$ cat src/rtl/prom_scan_pkg.sv
// Shared types for the PROM readback scanner.
// Assumes: mode and supply encodings are fixed by the block's port contract.
package prom_scan_pkg;

    typedef enum logic [1:0] {
        MODE_BLANK  = 2'd0,
        MODE_VERIFY = 2'd1,
        MODE_MARGIN = 2'd2,
        MODE_RSVD   = 2'd3
    } scan_mode_e;

    typedef enum logic [1:0] {
        LVL_NOM  = 2'd0,
        LVL_LOW  = 2'd1,
        LVL_HIGH = 2'd2
    } supply_e;

    typedef enum logic [2:0] {
        S_IDLE,
        S_SETTLE,
        S_PRE,
        S_ADDR,
        S_ENAB,
        S_FIN
    } state_e;

endpackage

$ cat src/rtl/prom_scan_timer.sv
// Down-counting phase timer.
// Does: loads a count on a phase change and counts down to zero.
// Assumes: a phase of N cycles is loaded with N-1, so zero marks its last cycle.
module prom_scan_timer #(
    parameter int TW = 4
) (
    input  logic          clk,
    input  logic          rst_n,
    input  logic          load,
    input  logic [TW-1:0] load_val,
    output logic          zero
);

    logic [TW-1:0] cnt_q;

    // Load on phase entry, otherwise count down to zero and hold there.
    always_ff @(posedge clk) begin
        if (!rst_n) begin
            cnt_q <= '0;
        end else if (load) begin
            cnt_q <= load_val;
        end else if (cnt_q != '0) begin
            cnt_q <= cnt_q - TW'(1);
        end
    end

    assign zero = (cnt_q == '0);

endmodule

$ cat src/rtl/prom_scan_addr.sv
// Word address counter.
// Does: clears on request, steps by one and wraps from DEPTH-1 to 0.
// Assumes: DEPTH >= 2.
module prom_scan_addr #(
    parameter int DEPTH = 16,
    localparam int AW   = $clog2(DEPTH)
) (
    input  logic          clk,
    input  logic          rst_n,
    input  logic          clr,
    input  logic          inc,
    output logic [AW-1:0] addr,
    output logic          last
);

    localparam logic [AW-1:0] TOP = AW'(DEPTH - 1);

    logic [AW-1:0] addr_q;

    // Clear, or step with wrap at the depth limit.
    always_ff @(posedge clk) begin
        if (!rst_n || clr) begin
            addr_q <= '0;
        end else if (inc) begin
            addr_q <= (addr_q == TOP) ? '0 : addr_q + AW'(1);
        end
    end

    assign addr = addr_q;
    assign last = (addr_q == TOP);

endmodule

$ cat src/rtl/prom_scan_cmp.sv
// Readback comparator.
// Does: compares the read word with the expected word, or with zero in blank mode.
// Assumes: both inputs are valid in the cycle the result is used.
module prom_scan_cmp #(
    parameter int DW = 8
) (
    input  logic          blank,
    input  logic [DW-1:0] rd_word,
    input  logic [DW-1:0] ref_word,
    output logic          mismatch
);

    logic [DW-1:0] diff;

    // One difference bit per data line.
    for (genvar b = 0; b < DW; b++) begin : g_bit
        assign diff[b] = rd_word[b] ^ (blank ? 1'b0 : ref_word[b]);
    end

    assign mismatch = |diff;

endmodule

$ cat src/rtl/prom_scan.sv
// PROM readback verification scanner (top).
// Does: sweeps all words in blank, verify or two-level margin mode, sequencing
//       address, chip select and output enable, and stops at the first mismatch.
// Assumes: T_D, T_AVEL and T_ELQV are >= 1 cycle; ref_q follows dev_addr
//          combinationally; the supply settles within T_D cycles of a code change.
module prom_scan #(
    parameter int DEPTH  = 16,
    parameter int DW     = 8,
    parameter int T_D    = 3,
    parameter int T_AVEL = 2,
    parameter int T_ELQV = 4,
    localparam int AW    = $clog2(DEPTH)
) (
    input  logic          clk,
    input  logic          rst_n,
    input  logic          start,
    input  logic [1:0]    mode,
    input  logic [DW-1:0] ref_q,
    input  logic [DW-1:0] dev_q,
    output logic [AW-1:0] dev_addr,
    output logic          sel_n,
    output logic          oe_n,
    output logic          prog_n,
    output logic [1:0]    supply_sel,
    output logic          busy,
    output logic          done,
    output logic          reject,
    output logic [AW-1:0] fail_addr,
    output logic [1:0]    fail_level
);

    import prom_scan_pkg::*;

    localparam int WMAX = (T_D > T_AVEL) ? ((T_D > T_ELQV) ? T_D : T_ELQV)
                                         : ((T_AVEL > T_ELQV) ? T_AVEL : T_ELQV);
    localparam int TW   = (WMAX < 2) ? 1 : $clog2(WMAX);

    state_e     state_q, state_d;
    scan_mode_e mode_q;
    supply_e    level_q;
    logic       reject_q;
    logic [AW-1:0] fail_addr_q;
    supply_e    fail_level_q;

    logic          tmr_zero, tmr_load;
    logic [TW-1:0] tmr_val;
    logic          addr_clr, addr_inc, addr_last;
    logic          mismatch, fire, fail, accept, margin;

    assign margin = (mode_q == MODE_MARGIN);
    assign accept = (state_q == S_IDLE) && start && (scan_mode_e'(mode) != MODE_RSVD);
    assign fire   = (state_q == S_ENAB) && tmr_zero;
    assign fail   = fire && mismatch;

    // Phase length in cycles for a given state in the latched mode.
    function automatic int phase_len(input state_e s, input logic mg);
        case (s)
            S_SETTLE: phase_len = T_D;
            S_PRE:    phase_len = T_D;
            S_ADDR:   phase_len = mg ? T_AVEL : T_D;
            S_ENAB:   phase_len = mg ? T_ELQV : T_D;
            default:  phase_len = 1;
        endcase
    endfunction

    // Next-state selection for the access sequence.
    always_comb begin
        state_d = state_q;
        case (state_q)
            S_IDLE:   if (accept) state_d = S_SETTLE;
            S_SETTLE: if (tmr_zero) state_d = margin ? S_PRE : S_ADDR;
            S_PRE:    if (tmr_zero) state_d = S_ADDR;
            S_ADDR:   if (tmr_zero) state_d = S_ENAB;
            S_ENAB: begin
                if (tmr_zero) begin
                    if (mismatch)
                        state_d = S_FIN;
                    else if (addr_last)
                        state_d = (margin && level_q == LVL_LOW) ? S_SETTLE : S_FIN;
                    else
                        state_d = margin ? S_PRE : S_ADDR;
                end
            end
            S_FIN:    state_d = S_IDLE;
            default:  state_d = S_IDLE;
        endcase
    end

    // Timer reload on every phase change.
    assign tmr_load = (state_d != state_q);
    assign tmr_val  = TW'(phase_len(state_d, margin) - 1);

    // Address steps after each passing compare and wraps at the end of a sweep.
    assign addr_clr = accept;
    assign addr_inc = fire && !mismatch;

    // State register.
    always_ff @(posedge clk) begin
        if (!rst_n) state_q <= S_IDLE;
        else        state_q <= state_d;
    end

    // Mode latch and supply level sequencing.
    always_ff @(posedge clk) begin
        if (!rst_n) begin
            mode_q  <= MODE_BLANK;
            level_q <= LVL_NOM;
        end else if (accept) begin
            mode_q  <= scan_mode_e'(mode);
            level_q <= (scan_mode_e'(mode) == MODE_MARGIN) ? LVL_LOW : LVL_NOM;
        end else if (fire && !mismatch && addr_last && margin && level_q == LVL_LOW) begin
            level_q <= LVL_HIGH;
        end else if (state_q == S_FIN) begin
            level_q <= LVL_NOM;
        end
    end

    // Reject flag and first-failure capture.
    always_ff @(posedge clk) begin
        if (!rst_n || accept) begin
            reject_q     <= 1'b0;
            fail_addr_q  <= '0;
            fail_level_q <= LVL_NOM;
        end else if (fail) begin
            reject_q     <= 1'b1;
            fail_addr_q  <= dev_addr;
            fail_level_q <= level_q;
        end
    end

    prom_scan_timer #(.TW(TW)) u_tmr (
        .clk      (clk),
        .rst_n    (rst_n),
        .load     (tmr_load),
        .load_val (tmr_val),
        .zero     (tmr_zero)
    );

    prom_scan_addr #(.DEPTH(DEPTH)) u_addr (
        .clk   (clk),
        .rst_n (rst_n),
        .clr   (addr_clr),
        .inc   (addr_inc),
        .addr  (dev_addr),
        .last  (addr_last)
    );

    prom_scan_cmp #(.DW(DW)) u_cmp (
        .blank    (mode_q == MODE_BLANK),
        .rd_word  (dev_q),
        .ref_word (ref_q),
        .mismatch (mismatch)
    );

    assign sel_n      = (state_q != S_ENAB);
    assign oe_n       = (state_q == S_IDLE);
    assign prog_n     = 1'b1;
    assign supply_sel = level_q;
    assign busy       = (state_q != S_IDLE);
    assign done       = (state_q == S_FIN);
    assign reject     = reject_q;
    assign fail_addr  = fail_addr_q;
    assign fail_level = fail_level_q;

endmodule

$ cat config.mk
export PLATFORM = sky130hd
export DESIGN_NAME = prom_scan
export DESIGN_NICKNAME = d
export VERILOG_FILES = /design/src/rtl/prom_scan_pkg.sv /design/src/rtl/prom_scan_timer.sv /design/src/rtl/prom_scan_addr.sv /design/src/rtl/prom_scan_cmp.sv /design/src/rtl/prom_scan.sv
export SDC_FILE = /design/constraint.sdc
export NUM_CORES = 1
export LEC_CHECK = 0
export BUFFER_PORTS_ARGS = -buffer_cell sky130_fd_sc_hd__buf_4
export CAP_MARGIN = 10
export CORE_MARGIN = 2
export CORE_UTILIZATION = 35
export CTS_CLUSTER_DIAMETER = 60
export DETAILED_ROUTE_END_ITERATION = 6
export MAX_ROUTING_LAYER = met4
export PLACE_DENSITY = 0.55
export SYNTH_ARGS = -nofsm -noshare
export SYNTH_HDL_FRONTEND = slang
export SYNTH_SLANG_ARGS = --single-unit
$ cat constraint.sdc
create_clock -name clk -period 4.55 [get_ports clk]
set_input_delay 1.1375 -clock clk [delete_from_list [all_inputs] [get_ports clk]]
set_output_delay 1.1375 -clock clk [all_outputs]
set_load 0.02 [all_outputs]
Yosys cells after proc, flatten, opt, wreduce, memory -nomap -nowiden
Cells that the tools add are included.
W data, S select, Z words.
- register bits: 20
- bits in latches: 0
- memory bits (writable): 0
- memory bits (read-only): 0
- bits of input ports: 21
- output and inout port bits: 18
- word-level logic and storage cells: 84
- memories: 0
- $add $sub $neg: 3
- multiply operators: 0
- div/mod/pow operators: 0
- $lt $le $gt $ge: 0
- eq/ne operators: 16
- shifts and indexed selects: 0
- multiplexer cells: 28
- bitwise logic cells: 8
- reduce and logical (&&, ||, !) cells: 21
- operator list (operator ; count):
    $mux W3 ; 8
    $pmux W3 S5 ; 1
    $eq A3 B2 Y1 const B ; 4
    $mux W2 ; 6
    $mux W1 ; 11
    $eq A3 B3 Y1 const B ; 3
    $logic_and A1 B1 Y1 ; 9
    $reduce_or A8 Y1 ; 1
    $xor A1 B1 Y1 ; 8
    $eq A3 B1 Y1 const B ; 2
    $pmux W2 S3 ; 1
    $reduce_bool A3 Y1 ; 2
    $add A4 B1 Y4 const B ; 1
    $eq A2 B2 Y1 const B ; 2
    $eq A4 B4 Y1 const B ; 1
    $logic_not A2 Y1 ; 2
    $mux W4 ; 1
    $reduce_bool A2 Y1 ; 2
    $logic_not A3 Y1 ; 1
    $ne A3 B3 Y1 ; 1
    $ne A3 B3 Y1 const B ; 1
    $eq A2 B1 Y1 const B ; 1
    $logic_not A1 Y1 ; 2
    $ne A2 B2 Y1 const B ; 1
    4 further kinds ; 4

Depth between registers and ports, before layout
Gate-level depths: netlist of run 1.
- depth after elaboration: 12
- mapped depth: 9
- mapped depth without buffers: 9

By module
Synthesis of run 1 repeated with hierarchy kept, for this count alone.
- cells, all modules: 154
- area, all modules: 1290.0 sq um
- modules (own cells, without submodules) (module ; instances ; cells each ; area an instance (sq um) ; seq. area each (sq um)):
    prom_scan ; 1 ; 97 ; 785.8 ; 280.3
    prom_scan_addr ; 1 ; 18 ; 193.9 ; 80.1
    prom_scan_cmp ; 1 ; 26 ; 186.4 ; 0.0
    prom_scan_timer ; 1 ; 13 ; 123.9 ; 40.0

Worst setup path before layout of run 1
OpenSTA, ideal clock, no wires.
- path type: input to register
- from: input port dev_q[6]
- to: register u_tmr.cnt_q[1]
- setup time: 0.066 ns
- arrival time: 2.657 ns
- required time: 4.484 ns
- slack: 1.827 ns
- cell stages on the path: 8
- buffers on the path: 0
- path through: and4bb_2 -> a31oi_1 -> o32ai_1 -> nand4_2 -> o31ai_1 -> nor3b_1 -> a211o_1 -> a21oi_2
- word-level cells in the longest chain between the ends: 10
- elaborated cells between the ends (all ways): 15
- those cells by class: add/sub (1); eq/ne (5); mux (5); bitwise (1); reduce/logical (3)
- ends and longest elaborated chain (item ; RTL line ; source):
    start, declared ; prom_scan.sv:19 ; input logic [DW-1:0] dev_q,
    $xor A1 B1 Y1 * ; prom_scan_cmp.sv:17 ; assign diff[b] = rd_word[b] ^ (blank ? 1'b0 : ref_word[b]);
    $reduce_or A8 Y1 * ; prom_scan_cmp.sv:20 ; assign mismatch = |diff;
    $mux W3 * ; prom_scan.sv:76 ; if (mismatch)
    $mux W3 * ; prom_scan.sv:75 ; if (tmr_zero) begin
    $pmux W3 S5 * ; prom_scan.sv:69 ; case (state_q)
    $eq A3 B2 Y1 / $eq A3 B1 Y1 (equally long branches) ; prom_scan.sv:57 ; case (s)
    $reduce_or A2 Y1 (no line) ; -- ;
    $pmux W2 S3 ; prom_scan.sv:57 ;
    $sub A2 B2 Y2 ; prom_scan.sv:91 ; assign tmr_val = TW'(phase_len(state_d, margin) - 1);
    $mux W2 ; prom_scan_timer.sv:20 ; end else if (load) begin
    end signal, assigned ; prom_scan_timer.sv:21 ; cnt_q <= load_val;
    end signal, assigned ; prom_scan_timer.sv:23 ; cnt_q <= cnt_q - TW'(1);
    end, declared ; prom_scan_timer.sv:14 ; logic [TW-1:0] cnt_q;
Mark *: on every way between the ends. The rest lies on a longest branch, timed or not.
A chain may end at the register's enable or synchronous reset.

Worst setup path after layout of run 1
- from: input port ref_q[7]
- to: register u_tmr.cnt_q[1]
- word-level cells in the longest chain between the ends: 11
- elaborated cells between the ends (all ways): 16
- those cells by class: add/sub (1); eq/ne (5); mux (6); bitwise (1); reduce/logical (3)
- ends and longest elaborated chain (item ; RTL line ; source):
    start, declared ; prom_scan.sv:18 ; input logic [DW-1:0] ref_q,
    $mux W1 * ; prom_scan_cmp.sv:17 ;
    $xor A1 B1 Y1 * ; prom_scan_cmp.sv:17 ;
    $reduce_or A8 Y1 * ; prom_scan_cmp.sv:20 ;
    $mux W3 * ; prom_scan.sv:76 ;
    $mux W3 * ; prom_scan.sv:75 ;
    $pmux W3 S5 * ; prom_scan.sv:69 ;
    $eq A3 B2 Y1 / $eq A3 B1 Y1 (equally long branches) ; prom_scan.sv:57 ;
    $reduce_or A2 Y1 (no line) ; -- ;
    $pmux W2 S3 ; prom_scan.sv:57 ;
    $sub A2 B2 Y2 ; prom_scan.sv:91 ;
    $mux W2 ; prom_scan_timer.sv:20 ;
Marked as above.

==> qor.yml, run 1 <==
slew_violations: 0
drive_gt1_share_pct: 29.1
status: "finished clean"
die_y_microns: 64.3
h-tree-depth: 1
netlist_area_sq_um: 1270
grt_pass1_wl_microns: 4660
hold_viol: 0
rsz0062_at_grt: "false"
cp-end-kind: "register"
netlist.top_cell.by_area: "dfxtp_1"
drt_iter0_drc: 50
cts.path.max_buffers: 2
syn_avg_cell_area_sq_um: 8.22
globalplace.congestion: 0.743
ys_async_sr_fraction_pct: 0
antenna_found_initial: 0
yosys.area.top_type_share_pct: 31.4
switchingPower_mw: 0.254
worstSetupPathType: "input port to register"
utilization_pct: 47.5
syn_to_final_growth_pct: 27.3
yosys_warnings: 0
ios: 39
p_leak_nw: 0.715
drtAntennaViolNets: 0
p_per_area_nw_per_um2: 416
fmax_mhz: 356
pwr-share-seq_pct: 32.6
use_met3_pct: 3.17
drcViolationCount: 0
arrival_ns: 3.06
hp-class: "register to register"
diodes: 0
synth_ff_type: "dfxtp_1"
portBuffers: 37
die_w_microns: 64.3
die_area_sq_um: 4140
ir_worst_vdd_mv: 0.232
r2r_slack_ns: 2.27
ctsResizeCount: 0
grt_usage_pct: 14.3
path_clk_slew_ns: 0.11
cp.required_ns: 4.80
start_util_pct: 37.3
fillCellCount: 343
min_period_ns: 2.81
routedWlPerCell_microns: 12.2
finalCritPeriodShare_pct: 61.8
grtUsageMet1_pct: 16.6
synth_nets: 178
max_cap_viol_count: 0
yosys-top-cells-area: "dfxtp_1 31%, nor2_1 7.4%, mux2i_1 6.3%"
cts.sinks: 20
place_hpwl_microns: 2220
finalSetupTns_ns: 0
ys_ff_latch: 20
drt-total-wl_microns: 2860
cpPeakStageDelay_ns: 0.49
finalSetupViolCount: 0
busiest_layer: "met2"
cts_hold_buf: 0
drtPass1Iterations: 4
cp-start-kind: "input port"
clock_skew_ns: 0.00505
num_vias: 1225
core_area_sq_um: 3420
cts_made_buffers: 3
finalInstanceArea_sq_um: 1620
seq_area_frac_synth_pct: 31.4
synth-edff-count: 0
synth_cells: 155
num_rows: 21
grt_overflow: 0
pwr-share-clk_pct: 21.4
vias_per_cell: 5.21
first_global_vias: 1099
cpMaxStageDelayCell: "o31ai_1"
synth.distinct_cells: 48
combPwrFrac_pct: 46.0
grt_use_met2_pct: 24.7
swShare_pct: 37.6
cts_setup_buffers: 0
clk_latency_ns: 0.30
nNetsFinal: 213
cp_cell_sequence: "buf_4 -> nor4bb_1 -> a31oi_1 -> o32ai_1 -> nand4_2 -> o31ai_1 -> nor3b_1 -> a211o_1 -> a21oi_2"
cts_root_buf: "clkbuf_4"
cts_tree: "done"
finalPower_mw: 0.675
placed_area_sq_um: 1570
grt_max_degree: 14
path_max_fanout: 9
power.internal_mw: 0.421
[critical path: cells and delay by family]
| kind | cells | cell delay, ns |
|---|---|---|
| compound gates | 5 | 1.14 |
| buf+inv | 1 | 0.12 |
| simple gates | 3 | 0.65 |
[Yosys cell counts (all sizes together) (3+ instances only)]
cell / instances
a21oi: 10
buf: 4
o21ai: 7
nor2: 27
mux2i: 8
o32ai: 4
dfxtp: 20
a31oi: 5
xnor2: 5
inv: 7
clkbuf: 3
nand3: 5
nand2: 14
[stage by stage]
| stage | instances | setup WS (ns) | hold WS (ns) |
|---|---|---|---|
| after floorplan | 155 | 1.83 | 0.509 |
| after global placement | 231 | 1.46 | 0.437 |
| after detailed placement | 231 | 1.42 | 0.441 |
| after CTS | 235 | 1.73 | 0.459 |
| after global routing | 235 | 1.54 | 0.497 |
| final | 235 | 1.74 | 0.454 |
[sequential cells by signal (all words and copies together), names as in the netlist]
register and count:
u_tmr.cnt_q 2, state_q 3, reject 1, mode_q 2, fail_addr 4, fail_level 2
u_addr.addr 4, supply_sel 2
[power by group through the flow]
stage | logic, mW | clock network (mW) | registers (mW)
after floorplan | 0.244 | 0 | 0.213
after global placement | 0.307 | 0 | 0.222
after detailed placement | 0.311 | 0 | 0.224
after CTS | 0.312 | 0.147 | 0.220
after global routing | 0.348 | 0.153 | 0.223
final | 0.311 | 0.144 | 0.220
[final timing paths]
| kind | endpoint | cells past startpoint | from |
|---|---|---|---|
| setup / recovery | u_tmr.cnt_q[1] | 9 | ref_q[7] |
| hold / removal | reject | 2 | reject |
| setup reg to reg | u_tmr.cnt_q[1] | 8 | mode_q[0] |
| hold reg to reg | reject | 2 | reject |
[area by class of cell]
| cell class | count | area [sq um] | share of cell area (%) |
|---|---|---|---|
| inverter | 7 | 26.3 | 1.62 |
| clock buffer | 3 | 22.5 | 1.39 |
| multi-input combinational | 121 | 807 | 49.8 |
| clock inverter | 1 | 30.0 | 1.85 |
| sequential | 20 | 400 | 24.7 |
| tap | 46 | 57.6 | 3.55 |
| timing repair buffer | 37 | 278 | 17.1 |
[layer usage]
layer,up-vias,routed length [microns]
li1,617,-
met1,564,1310
met2,39,1330
met3,5,186
met4,0,39
met5,-,0
[cells in the final DEF (no fill, tap or decap), drive strengths merged, types with 3 or more instances in the layout]
master  count
a21oi      10
a31oi       5
buf        37
clkbuf      3
dfxtp      20
inv         7
mux2i       8
nand2      14
nand3       5
nor2       27
o21ai       7
o32ai       4
xnor2       5
[logic make-up after synthesis]
logic type               Yosys count  synth area share (%)
XOR/XNOR                           7                  4.81
AND/OR/NAND/NOR                   67                  28.8
flip-flops                        20                  31.4
multiplexers                       8                  6.29
buffers and inverters             14                  5.21
AO/OA/AOI/OAI                     36                  21.2
other                              1                 0.294
adder cells (fa/ha/maj)            2                  1.96
(Power assumes the default switching activity.)
==> inputs of run 2 (changes only) <==
- PLACE_DENSITY: 0.55 -> 0.57
- clock period: 4.55 -> 2.5 ns (I/O delays scaled with it)
==> qor.yml, run 2 (synthesis gave the netlist of run 1 again) <==
cts.sinks: 20
hold_path.startpoint: "reject"
holdWs_ns: 0.457
ios: 39
cpMaxStageDelayCell: "o31ai_1"
wl_met1_microns: 1370
cts_root_buf: "clkbuf_4"
finalCritPeriodShare_pct: 89.7
first_global_vias: 1180
cp.required_ns: 2.74
ctsResizeCount: 0
cp_cell_sequence: "buf_4 -> and4bb_2 -> a31oi_1 -> o32ai_1 -> nand4_2 -> o31ai_1 -> nor3b_1 -> a211o_1 -> a21oi_2"
ir_worst_vdd_mv: 0.492
worstSetupPathType: "input port to register"
p_leak_nw: 0.739
die_area_sq_um: 4140
cp-end-kind: "register"
drtPass1Iterations: 4
rsz0062_at_grt: "false"
cts_tree: "done"
switchingPower_mw: 0.473
finalSetupTns_ns: 0
r2r_slack_ns: 0.26
clk_latency_ns: 0.30
cts.path.max_buffers: 2
cp-start-kind: "input port"
syn_to_final_growth_pct: 30.6
topRoutingLayerUsed: "met4"
place_hpwl_microns: 2320
max_cap_viol_count: 0
antenna_found_initial: 0
path_max_fanout: 8
hp-class: "register to register"
die_y_microns: 64.3
r2r_cells: 8
setup_slack_ns: 0.256
wl_met3_microns: 129
finalInstanceArea_sq_um: 1660
start_util_pct: 37.3
grt_usage_pct: 15.4
nNetsFinal: 217
placed_area_sq_um: 1610
finalSetupViolCount: 0
hold_viol: 0
min_period_ns: 2.24
vias_per_cell: 5.09
grt_pass1_wl_microns: 5060
drive_gt1_share_pct: 30.6
hold-path-endpoint: "reject"
fmax_mhz: 446
drt-total-wl_microns: 3010
pwr-share-seq_pct: 32.2
diodes: 0
h-tree-depth: 1
status: "finished clean"
drcViolationCount: 0
grt_max_degree: 14
num_rows: 21
final_common_cell: "buf_4"
finalPower_mw: 1.25
grt_overflow: 0
r2r_start: "mode_q[0]"
wl_met2_microns: 1500
final_cell_mix: "40 x buf_4, 25 x nor2_1, 20 x dfxtp_1"
slew_violations: 0
portBuffers: 37
core_area_sq_um: 3420
combPwrFrac_pct: 46.3
cts_made_buffers: 3
pwr-share-clk_pct: 21.5
min_path_cells: 2
globalplace.congestion: 0.773
cts_hold_buf: 0
arrival_ns: 2.49
p_per_area_nw_per_um2: 748
cts_setup_buffers: 0
die_w_microns: 64.3
preCtsSetupSlack_ns: -0.0610
num_vias: 1217
cpPeakStageDelay_ns: 0.47
drt_iter0_drc: 40
clock_skew_ns: 0.00618
cp-startpoint: "dev_q[2]"
drtAntennaViolNets: 0
path_clk_slew_ns: 0.12
power.internal_mw: 0.773
routedWlPerCell_microns: 12.6
swShare_pct: 38.0
r2r-end: "u_tmr.cnt_q[1]"
run 2: cell types whose count changed in the layout (fill, tap and decap cells not counted):
| cell | change |
|---|---|
| buf_4 | +3 |
| buf_12 | +1 |
run 2: routing by layer:
metal | vias to the layer above | global-route usage [%]
met5 | - | -
met4 | 0 | 3.99
met3 | 2 | 3.35
met2 | 20 | 27.3
met1 | 570 | 17.4
li1 | 625 | -
run 2: layout make-up:
type	count	area [sq um]
fillers	353	1750
multi-input cells	121	807
inverters	7	26.3
clock buffers	3	22.5
well taps	46	57.6
flip-flops and latches	20	400
clock inverters	1	30.0
repair buffers	41	320
run 2: worst max path at each step:
stage	to	slack [ns]	cells after the start
after floorplan	u_tmr.cnt_q[1]	0.29	8
final	u_tmr.cnt_q[1]	0.26	9
after global routing	u_tmr.cnt_q[1]	0.07	9
after global placement	u_tmr.cnt_q[1]	0.03	9
after detailed placement	u_tmr.cnt_q[1]	-0.06	9
after CTS	u_tmr.cnt_q[1]	0.26	8
run 2: stage by stage:
| stage | std cells | util, % |
|---|---|---|
| after CTS | 239 | 48.7 |
| after global placement | 235 | 47.2 |
| after global routing | 239 | 48.7 |
| after detailed placement | 235 | 47.2 |
| final | 239 | 48.7 |
| after floorplan | 155 | - |
run 2: power by group through the flow:
| stage | clock network (mW) | logic (mW) | registers, mW |
|---|---|---|---|
| 3_3_place_gp | 0 | 0.556 | 0.405 |
| 5_1_grt | 0.290 | 0.644 | 0.405 |
| 6_report | 0.268 | 0.576 | 0.400 |
| 2_1_floorplan | 0 | 0.445 | 0.388 |
| 3_5_place_dp | 0 | 0.573 | 0.407 |
| 4_1_cts | 0.277 | 0.578 | 0.400 |
run 2: critical path, delay by kind of cell:
kind,cells,cell delay [ns]
AO/OA/AOI/OAI,5,1.10
AND/OR/NAND/NOR,3,0.65
buffers and inverters,1,0.12
==> inputs of run 3 (changes only) <==
- BUFFER_PORTS_ARGS: -buffer_cell sky130_fd_sc_hd__buf_4 -> -buffer_cell sky130_fd_sc_hd__buf_2
- CELL_PAD_IN_SITES_DETAIL_PLACEMENT: default -> 2
- CELL_PAD_IN_SITES_GLOBAL_PLACEMENT: default -> 2
- CORE_UTILIZATION: 35 -> 26
- PLACE_DENSITY: 0.57 -> 0.72
==> qor.yml, run 3 (synthesis gave the netlist of run 1 again) <==
cp.required_ns: 2.69
status: "finished clean"
finalSetupViolCount: 0
utilization_pct: 35.4
cp-start-kind: "input port"
finalPower_mw: 1.32
nNetsFinal: 224
min_period_ns: 2.30
crit_top_cell: "buf_4"
worstSetupPathType: "input port to register"
finalCritPeriodShare_pct: 92.1
setup_slack_ns: 0.198
max_cap_viol_count: 0
cts_made_buffers: 3
num_rows: 25
r2r-end: "u_addr.addr[3]"
hold_viol: 0
drive_gt1_share_pct: 33.5
vias_per_cell: 4.94
ir_worst_vdd_mv: 0.367
globalplace.congestion: 0.884
cts_tree: "done"
path_max_fanout: 9
path_clk_slew_ns: 0.08
drtAntennaViolNets: 0
cts.sinks: 20
die_y_microns: 74.0
drt_iter0_drc: 35
die_area_sq_um: 5470
drcViolationCount: 0
post-place-cells: 262
die_w_microns: 74.0
grt_overflow: 0
routedWlPerCell_microns: 14.7
cp_cell_sequence: "buf_2 -> nor4bb_1 -> a31oi_1 -> o32ai_1 -> nand4_2 -> buf_4 -> buf_4 -> nor2_2 -> nand2_1 -> or3_1 -> a21oi_1"
hold_path.startpoint: "reject"
num_vias: 1318
p_per_area_nw_per_um2: 788
finalSetupTns_ns: 0
cpMaxStageDelayCell: "or3_1"
grt_max_degree: 14
preCtsSetupSlack_ns: -0.129
clk_latency_ns: 0.27
cts.path.max_buffers: 2
antenna_found_initial: 0
drtPass1Iterations: 4
rsz0062_at_grt: "false"
r2r_slack_ns: 0.28
cpPeakStageDelay_ns: 0.36
r2r_cells: 10
place_hpwl_microns: 3140
first_global_vias: 1377
final_cell_mix: "37 x buf_2, 25 x nor2_1, 20 x dfxtp_1"
p_leak_nw: 0.762
core_area_sq_um: 4720
slew_violations: 0
grt_usage_pct: 15.9
cts_hold_buf: 0
grt_pass1_wl_microns: 6490
h-tree-depth: 1
min_path_cells: 2
fmax_mhz: 434
ios: 39
finalNonFillerCells: 267
final_common_cell: "buf_2"
hold-path-endpoint: "reject"
drt-total-wl_microns: 3930
cp-end-kind: "register"
hp-class: "register to register"
portBuffers: 37
cts_root_buf: "clkbuf_8"
r2r_start: "mode_q[0]"
syn_to_final_growth_pct: 31.4
arrival_ns: 2.49
start_util_pct: 27.0
diodes: 0
clock_skew_ns: 0.00818
==> run 3: cell count changes in the layout (fill, tap and decap cells not counted), sizes merged <==
cell  change
buf       +7
==> run 3: area by class of cell <==
type / instances / area [sq um]
clock inverters: 1 / 30.0
inverters: 7 / 26.3
well taps: 67 / 83.8
flip-flops and latches: 20 / 400
multi-input cells: 121 / 812
clock buffers: 3 / 41.3
fillers: 538 / 3050
repair buffers: 48 / 280
==> run 3: through the flow <==
stage | hold slack [ns] | instance area (sq um)
after floorplan | 0.509 | 1270
after global placement | 0.432 | 1590
after detailed placement | 0.449 | 1590
after CTS | 0.461 | 1660
after global routing | 0.482 | 1670
final | 0.450 | 1670
==> run 3: critical path: cells and delay by family <==
kind,cells,cell delay [ns]
AOI/OAI and AO/OA,3,0.41
buffers and inverters,3,0.44
and+or+nand+nor,5,1.01
==> run 3: what timing repair did <==
item,CTS,global route
endpoints found under the setup margin,0,3
endpoints found under the hold margin,0,0
resized for setup,0,1
buffers inserted,0,1
==> run 3: worst max-delay path by stage <==
stage | from | end | slack [ns] | cells after the start
after floorplan | dev_q[6] | u_tmr.cnt_q[1] | 0.29 | 8
after global placement | ref_q[7] | u_tmr.cnt_q[1] | -0.02 | 9
after detailed placement | ref_q[4] | u_tmr.cnt_q[1] | -0.13 | 9
after CTS | ref_q[4] | u_addr.addr[3] | 0.12 | 10
after global routing | ref_q[4] | u_addr.addr[3] | 0.04 | 11
final | ref_q[3] | u_addr.addr[3] | 0.20 | 11
==> run 3: power by group <==
group / internal, mW / switching [mW] / total (mW)
clock network: 0.214 / 0.118 / 0.331
logic: 0.247 / 0.337 / 0.584
registers: 0.353 / 0.0510 / 0.404
total: 0.814 / 0.505 / 1.32
==> run 3: layer usage <==
metal / wire (microns) / GRT usage (%) / vias up
met1: 1710 / 17.8 / 645
met3: 146 / 2.71 / 5
met2: 2040 / 28.6 / 27
met5: 0 / - / -
met4: 41 / 4.85 / 0
li1: - / - / 641
